## src/rtl/aperture_win_dec.sv

```systemverilog
module aperture_win_dec #(
  parameter int LAYOUT = 0
) (
  input  logic        clk,
  input  logic        rst_n,
  input  logic        h_valid,
  input  logic        h_write,
  input  logic [23:0] h_addr,
  input  logic [1:0]  h_size,
  input  logic [7:0]  h_be,
  input  logic [63:0] h_wdata,
  output logic        h_rvalid,
  output logic        h_rerr,
  output logic [63:0] h_rdata,
  output logic        m_valid,
  output logic        m_write,
  output logic [39:0] m_addr,
  output logic [1:0]  m_size,
  output logic [7:0]  m_be,
  output logic [63:0] m_wdata,
  input  logic        m_rvalid,
  input  logic        m_rerr,
  input  logic [63:0] m_rdata,
  output logic        d_valid,
  output logic        d_write,
  output logic [23:0] d_addr,
  output logic [1:0]  d_size,
  output logic [7:0]  d_be,
  output logic [63:0] d_wdata,
  input  logic        d_rvalid,
  input  logic        d_rerr,
  input  logic [63:0] d_rdata
);
  localparam logic [23:0] CTRL_OFF = (LAYOUT == 0) ? 24'h001700 : 24'h10FD40;
  localparam int BASE_W = (LAYOUT == 0) ? 24 : (LAYOUT == 1) ? 22 : 23;
  localparam int MEM_AW = BASE_W + 16;

  logic [BASE_W-1:0] base_q;
  logic              loc_v, loc_err;
  logic [63:0]       loc_data;

  wire hit_ctrl = (h_addr == CTRL_OFF);
  wire hit_ap   = (h_addr[23:20] == 4'h7);
  wire [20:0] ap_end = {1'b0, h_addr[19:0]} + (21'd1 << h_size);
  wire ap_over  = ap_end > 21'h100000;
  wire tgt_bad  = (LAYOUT == 0) && h_write && (h_wdata[25:24] != 2'b00);
  wire ctrl_bad = (h_size != 2'd2) || tgt_bad;
  wire ctrl_wr  = h_valid && hit_ctrl && h_write && !ctrl_bad;
  wire [MEM_AW-1:0] mem_a = {base_q, 16'h0000} + MEM_AW'(h_addr[19:0]);

  always_ff @(posedge clk) begin
    if (!rst_n) begin
      base_q   <= '0;
      m_valid  <= 1'b0;
      d_valid  <= 1'b0;
      loc_v    <= 1'b0;
      loc_err  <= 1'b0;
      loc_data <= '0;
      m_write  <= 1'b0;
      m_addr   <= '0;
      m_size   <= '0;
      m_be     <= '0;
      m_wdata  <= '0;
      d_write  <= 1'b0;
      d_addr   <= '0;
      d_size   <= '0;
      d_be     <= '0;
      d_wdata  <= '0;
    end else begin
      if (ctrl_wr) base_q <= h_wdata[BASE_W-1:0];
      m_valid  <= h_valid && hit_ap && !ap_over;
      d_valid  <= h_valid && !hit_ap && !hit_ctrl;
      loc_v    <= h_valid && (hit_ctrl || (hit_ap && ap_over));
      loc_err  <= hit_ctrl ? ctrl_bad : 1'b1;
      loc_data <= (hit_ctrl && !h_write && !ctrl_bad) ? 64'(base_q) : 64'h0;
      m_write  <= h_write;
      m_addr   <= 40'(mem_a);
      m_size   <= h_size;
      m_be     <= h_be;
      m_wdata  <= h_wdata;
      d_write  <= h_write;
      d_addr   <= h_addr;
      d_size   <= h_size;
      d_be     <= h_be;
      d_wdata  <= h_wdata;
    end
  end

  assign h_rvalid = loc_v || m_rvalid || d_rvalid;
  assign h_rdata  = loc_v ? loc_data : (m_rvalid ? m_rdata : d_rdata);
  assign h_rerr   = loc_v ? loc_err  : (m_rvalid ? m_rerr  : d_rerr);


  ap_fwd_chk: assert property (@(posedge clk) disable iff (!rst_n)
    h_valid && hit_ap && !ap_over |=> m_valid && !d_valid && (m_addr[15:0] == $past(h_addr[15:0])));


  straddle_err_chk: assert property (@(posedge clk) disable iff (!rst_n)
    h_valid && hit_ap && ap_over |=> h_rvalid && h_rerr && !m_valid);


  dflt_path_chk: assert property (@(posedge clk) disable iff (!rst_n)
    h_valid && !hit_ap && !hit_ctrl |=> d_valid && !m_valid && (d_addr == $past(h_addr)));


  base_hold_chk: assert property (@(posedge clk) disable iff (!rst_n)
    !(h_valid && hit_ctrl && h_write) |=> $stable(base_q));


  tgt_reject_chk: assert property (@(posedge clk) disable iff (!rst_n)
    h_valid && hit_ctrl && tgt_bad |=> $stable(base_q) && h_rerr);


  size_reject_chk: assert property (@(posedge clk) disable iff (!rst_n)
    h_valid && hit_ctrl && (h_size != 2'd2) |=> $stable(base_q) && h_rvalid && h_rerr);
endmodule

```

## config.mk

```make
export PLATFORM = sky130hd
export DESIGN_NAME = aperture_win_dec
export DESIGN_NICKNAME = d
export VERILOG_FILES = /design/src/rtl/aperture_win_dec.sv
export SDC_FILE = /design/constraint.sdc
export NUM_CORES = 1
export LEC_CHECK = 0
export BUFFER_PORTS_ARGS = -buffer_cell sky130_fd_sc_hd__buf_4
export CAP_MARGIN = 20
export CORE_AREA = 10 10 190 192
export CTS_BUF_LIST = sky130_fd_sc_hd__clkbuf_4 sky130_fd_sc_hd__clkbuf_8
export CTS_CLUSTER_DIAMETER = 80
export DETAILED_ROUTE_END_ITERATION = 10
export DIE_AREA = 0 0 200 202
export PLACE_DENSITY_LB_ADDON = 0.08
export SLEW_MARGIN = 0
export SYNTH_ARGS = -nofsm -noshare
export SYNTH_HDL_FRONTEND = slang
export SYNTH_SLANG_ARGS = --single-unit
```

## constraint.sdc

```tcl
create_clock -name clk -period 2.6 [get_ports clk]
set_input_delay 0.26 -clock clk [delete_from_list [all_inputs] [get_ports clk]]
set_output_delay 0.26 -clock clk [all_outputs]
set_load 0.03 [all_outputs]
```

==> reports/qor.csv <==
metric;value;unit
proportion of synthesized flip-flops having asynchronous set or reset;0;
flop and latch count out of synthesis;175;
largest net degree at the start of global routing;51;
portion of the post-synthesis area used by sequential elements;0.459;
buffer cell driving the clock tree root;clkbuf_8;
number of distinct library cell variants in the gate-level netlist after synthesis;49;
peak clock frequency supported by timing;401;MHz
combined area of all synthesized cells;0.00763;sq mm
leading cell types by total area after synthesis;dfxtp_1, mux2i_1, and2_1, buf_4, nor2_1;
largest family of logic cells by synthesized area;simple AND/OR/NAND/NOR gates;
Post-synth EDFFs;0;
critical path launch point type;input port;
sum of negative setup slack;0;ns
Final nets;1561;
RePlAce Congestion;0.816;
most numerous cell in the Yosys netlist;dfxtp_1;
fraction of synthesized cell area taken by the top area cell type;0.459;
Mapped Avg Cell Area;9.42;sq um
worst path bufs/invs;3;
core occupancy in the finished layout;0.392;
maximum root-to-sink buffer count;2;
most frequent cells after synthesis;dfxtp_1, and2_1, buf_4, mux2i_1, nor2_1;
Critical Setup Path Class;input port to flop;
data arrival time of the critical path;2.85;ns
minimum clock period after layout;2.50;ns
Layout Cell Area excl Fill;0.0126;sq mm
Inserted Clock Buffers;17;
Iter 0 DRT Violations;243;
clock tree from TritonCTS;yes;
detailed-placement wirelength estimate;30200;um
worst-case reg-to-reg path depth;8;
die outline area;0.0404;sq mm
Final setup viols;0;
wire length of the first global-routing pass;51900;um
sort of element at the end of the critical path;flop;
CP delay by family, top;compound AO/OA/AOI/OAI gates;
mean routed wirelength per cell;20.6;um
vias per inst;4.04;
clock latency reported for the late side of the worst-skew pair;0.46;ns
hold-critical path depth;2;
largest stage delay on the critical path;0.53;ns
leading register cell type out of synthesis;dfxtp_1;
instance area after placement;0.0114;sq mm
Power per Cell Area;494;mW/mm^2
Routed Wire Length;36600;um
slowest cell on the critical path;dlygate4sd3_1;
Worst Hold Class;input port to flop;
number of core rows;66;
compound-gate portion of the synthesized area;0.0459;
max-cap violation count;0;
RSZ-0062 raised after global routing;no;
yosys synthesis warning count;0;
simple-gate share of the synthesized area;0.220;
total overflow reported by the global router;0;
worst-margin pin slew;0.650;ns
worst setup margin;0.104;ns
count of endpoints failing hold in the final timing report;0;
antenna violations before repair;6;
Max-Slew Margin vs Limit;0.567;
Floorplan Core Area;0.0323;sq mm
cell type contributing the most total cell area after synthesis;dfxtp_1;
Synth-to-Final Area Change;65.8;%
number of clock sinks;175;
Die X;200;um
Initial Utilization;0.236;
Clock Pin Slew Worst Setup and Hold Paths;0.11;ns
worst vdd rail ir drop;0.246;mV
fraction of the cycle the final worst path needs;0.960;
number of standard cells after synthesis;810;
number of gates on the worst path with buffers counted;10;
maximum fanout along the worst path;3;
remaining number of nets flagged by the antenna check after routing;0;
DRC violations left;0;
final max-slew violation count;0;
total of buffers placed on input and output ports;515;
number of global-route vias before repair;7683;
CP required;2.95;ns
level count of the clock H-tree;4;
total routing usage reported by global routing;0.172;
multiplexer fraction of the synthesized cell area;0.118;
cell mode on critical path;buf_4;
status;complete, no violations;
height of the die;202;um
net count after synthesis;1053;
series of cell instances along the critical path;dlygate4sd3_1 > buf_4 > ha_1 > fa_1 > a31oi_1 > o211ai_1 > a211o_1 > a2111oi_2 > buf_4 > o21ai_0;
parity-gate share of the synthesized area counting xor and xnor cells;0.0207;
clock tree skew after final layout;0.0133;ns
fraction of layout instances using a drive strength above 1;0.434;
leakage power;5.92;nW
number of optimization iterations in the first detailed-route pass;4;
pre-CTS setup slack;0.0382;ns
vias post-DR;7180;
adder-cell share of the synthesized area;0.0180;
I/O pin count;516;
==> worst paths after layout <==
| kind | start | endpoint | slack [ns] |
|---|---|---|---|
| setup / recovery | h_addr[0] | loc_v | 0.10 |
| hold / removal | h_addr[5] | m_addr[5] | 0.05 |
| setup reg to reg | base_q[0] | m_addr[38] | 0.28 |
| hold reg to reg | base_q[0] | loc_data[0] | 0.50 |
==> per-stage QoR <==
stage	hold WS, ns	total power [mW]	cells
final	0.0462	6.25	1777
after global routing	0.0156	6.56	1777
after CTS	0.00130	6.38	1771
after detailed placement	0.471	4.40	1654
after global placement	0.467	4.40	1654
after floorplan	0.382	3.70	810
==> placed cells by master (no fill, tap or decap), types with 2 or more instances in the layout <==
cell type,instances
and2_1,124
dlygate4sd3_1,86
or4_1,5
nand4_1,10
and3_1,2
nor2_1,89
mux2i_1,89
inv_8,2
ha_1,7
fa_1,2
a31oi_1,2
xor2_1,10
inv_1,9
clkinvlp_4,2
o211ai_1,3
nor3_1,5
or3_1,7
clkbuf_8,17
o31ai_1,2
buf_4,529
o21ai_0,36
xnor2_1,8
nor4_1,6
nand3_1,14
inv_6,6
nand2_1,39
dfxtp_1,174
clkinv_2,2
a21oi_1,9
nor2b_1,5
buf_12,5
diode_2,4
==> area by class of cell <==
type | count | area [sq um]
fill | 3299 | 19600
timing repair buffer | 620 | 4930
sequential | 175 | 3510
multi-input combinational | 494 | 3240
tap | 442 | 553
clock buffer | 18 | 241
clock inverter | 14 | 125
inverter | 10 | 37.5
antenna | 4 | 10.0
==> sequential cells by signal, indices dropped and copies added (netlist names) <==
name	count
d_wdata	64
m_addr	40
base_q	24
loc_data	24
d_addr	8
d_be	8
d_size	2
d_valid	1
d_write	1
loc_err	1
loc_v	1
m_valid	1
==> routing by layer <==
layer,track usage,vias up,part of all wire,routed length [um]
met5,0,-,0.00038,14
li1,-,3597,-,-
met3,0.0611,21,0.089,3250
met4,0.0419,2,0.014,531
met2,0.328,256,0.54,19700
met1,0.172,3304,0.36,13100
==> kinds of logic after synthesis <==
family / Yosys count
xor+xnor: 18
mux: 90
compound gates: 61
fa+ha+maj: 10
simple gates: 315
buf+inv: 141
flops: 175
==> where the power goes <==
| group | switching, mW | leakage [nW] | internal (mW) | total (mW) |
|---|---|---|---|---|
| sequential | 0.0543 | 1.44 | 2.77 | 2.82 |
| clock | 1.11 | 0.185 | 0.709 | 1.82 |
| combinational | 0.885 | 4.29 | 0.731 | 1.62 |
==> timing repair <==
| item | CTS | global route |
|---|---|---|
| setup buffers | 0 | 1 |
| setup endpoints to repair | 0 | 3 |
| hold buffers | 85 | 1 |
| resized for setup | 0 | 3 |
| endpoints found under the hold margin | 90 | 1 |
Note: power is estimated with default switching activity, not from simulation.
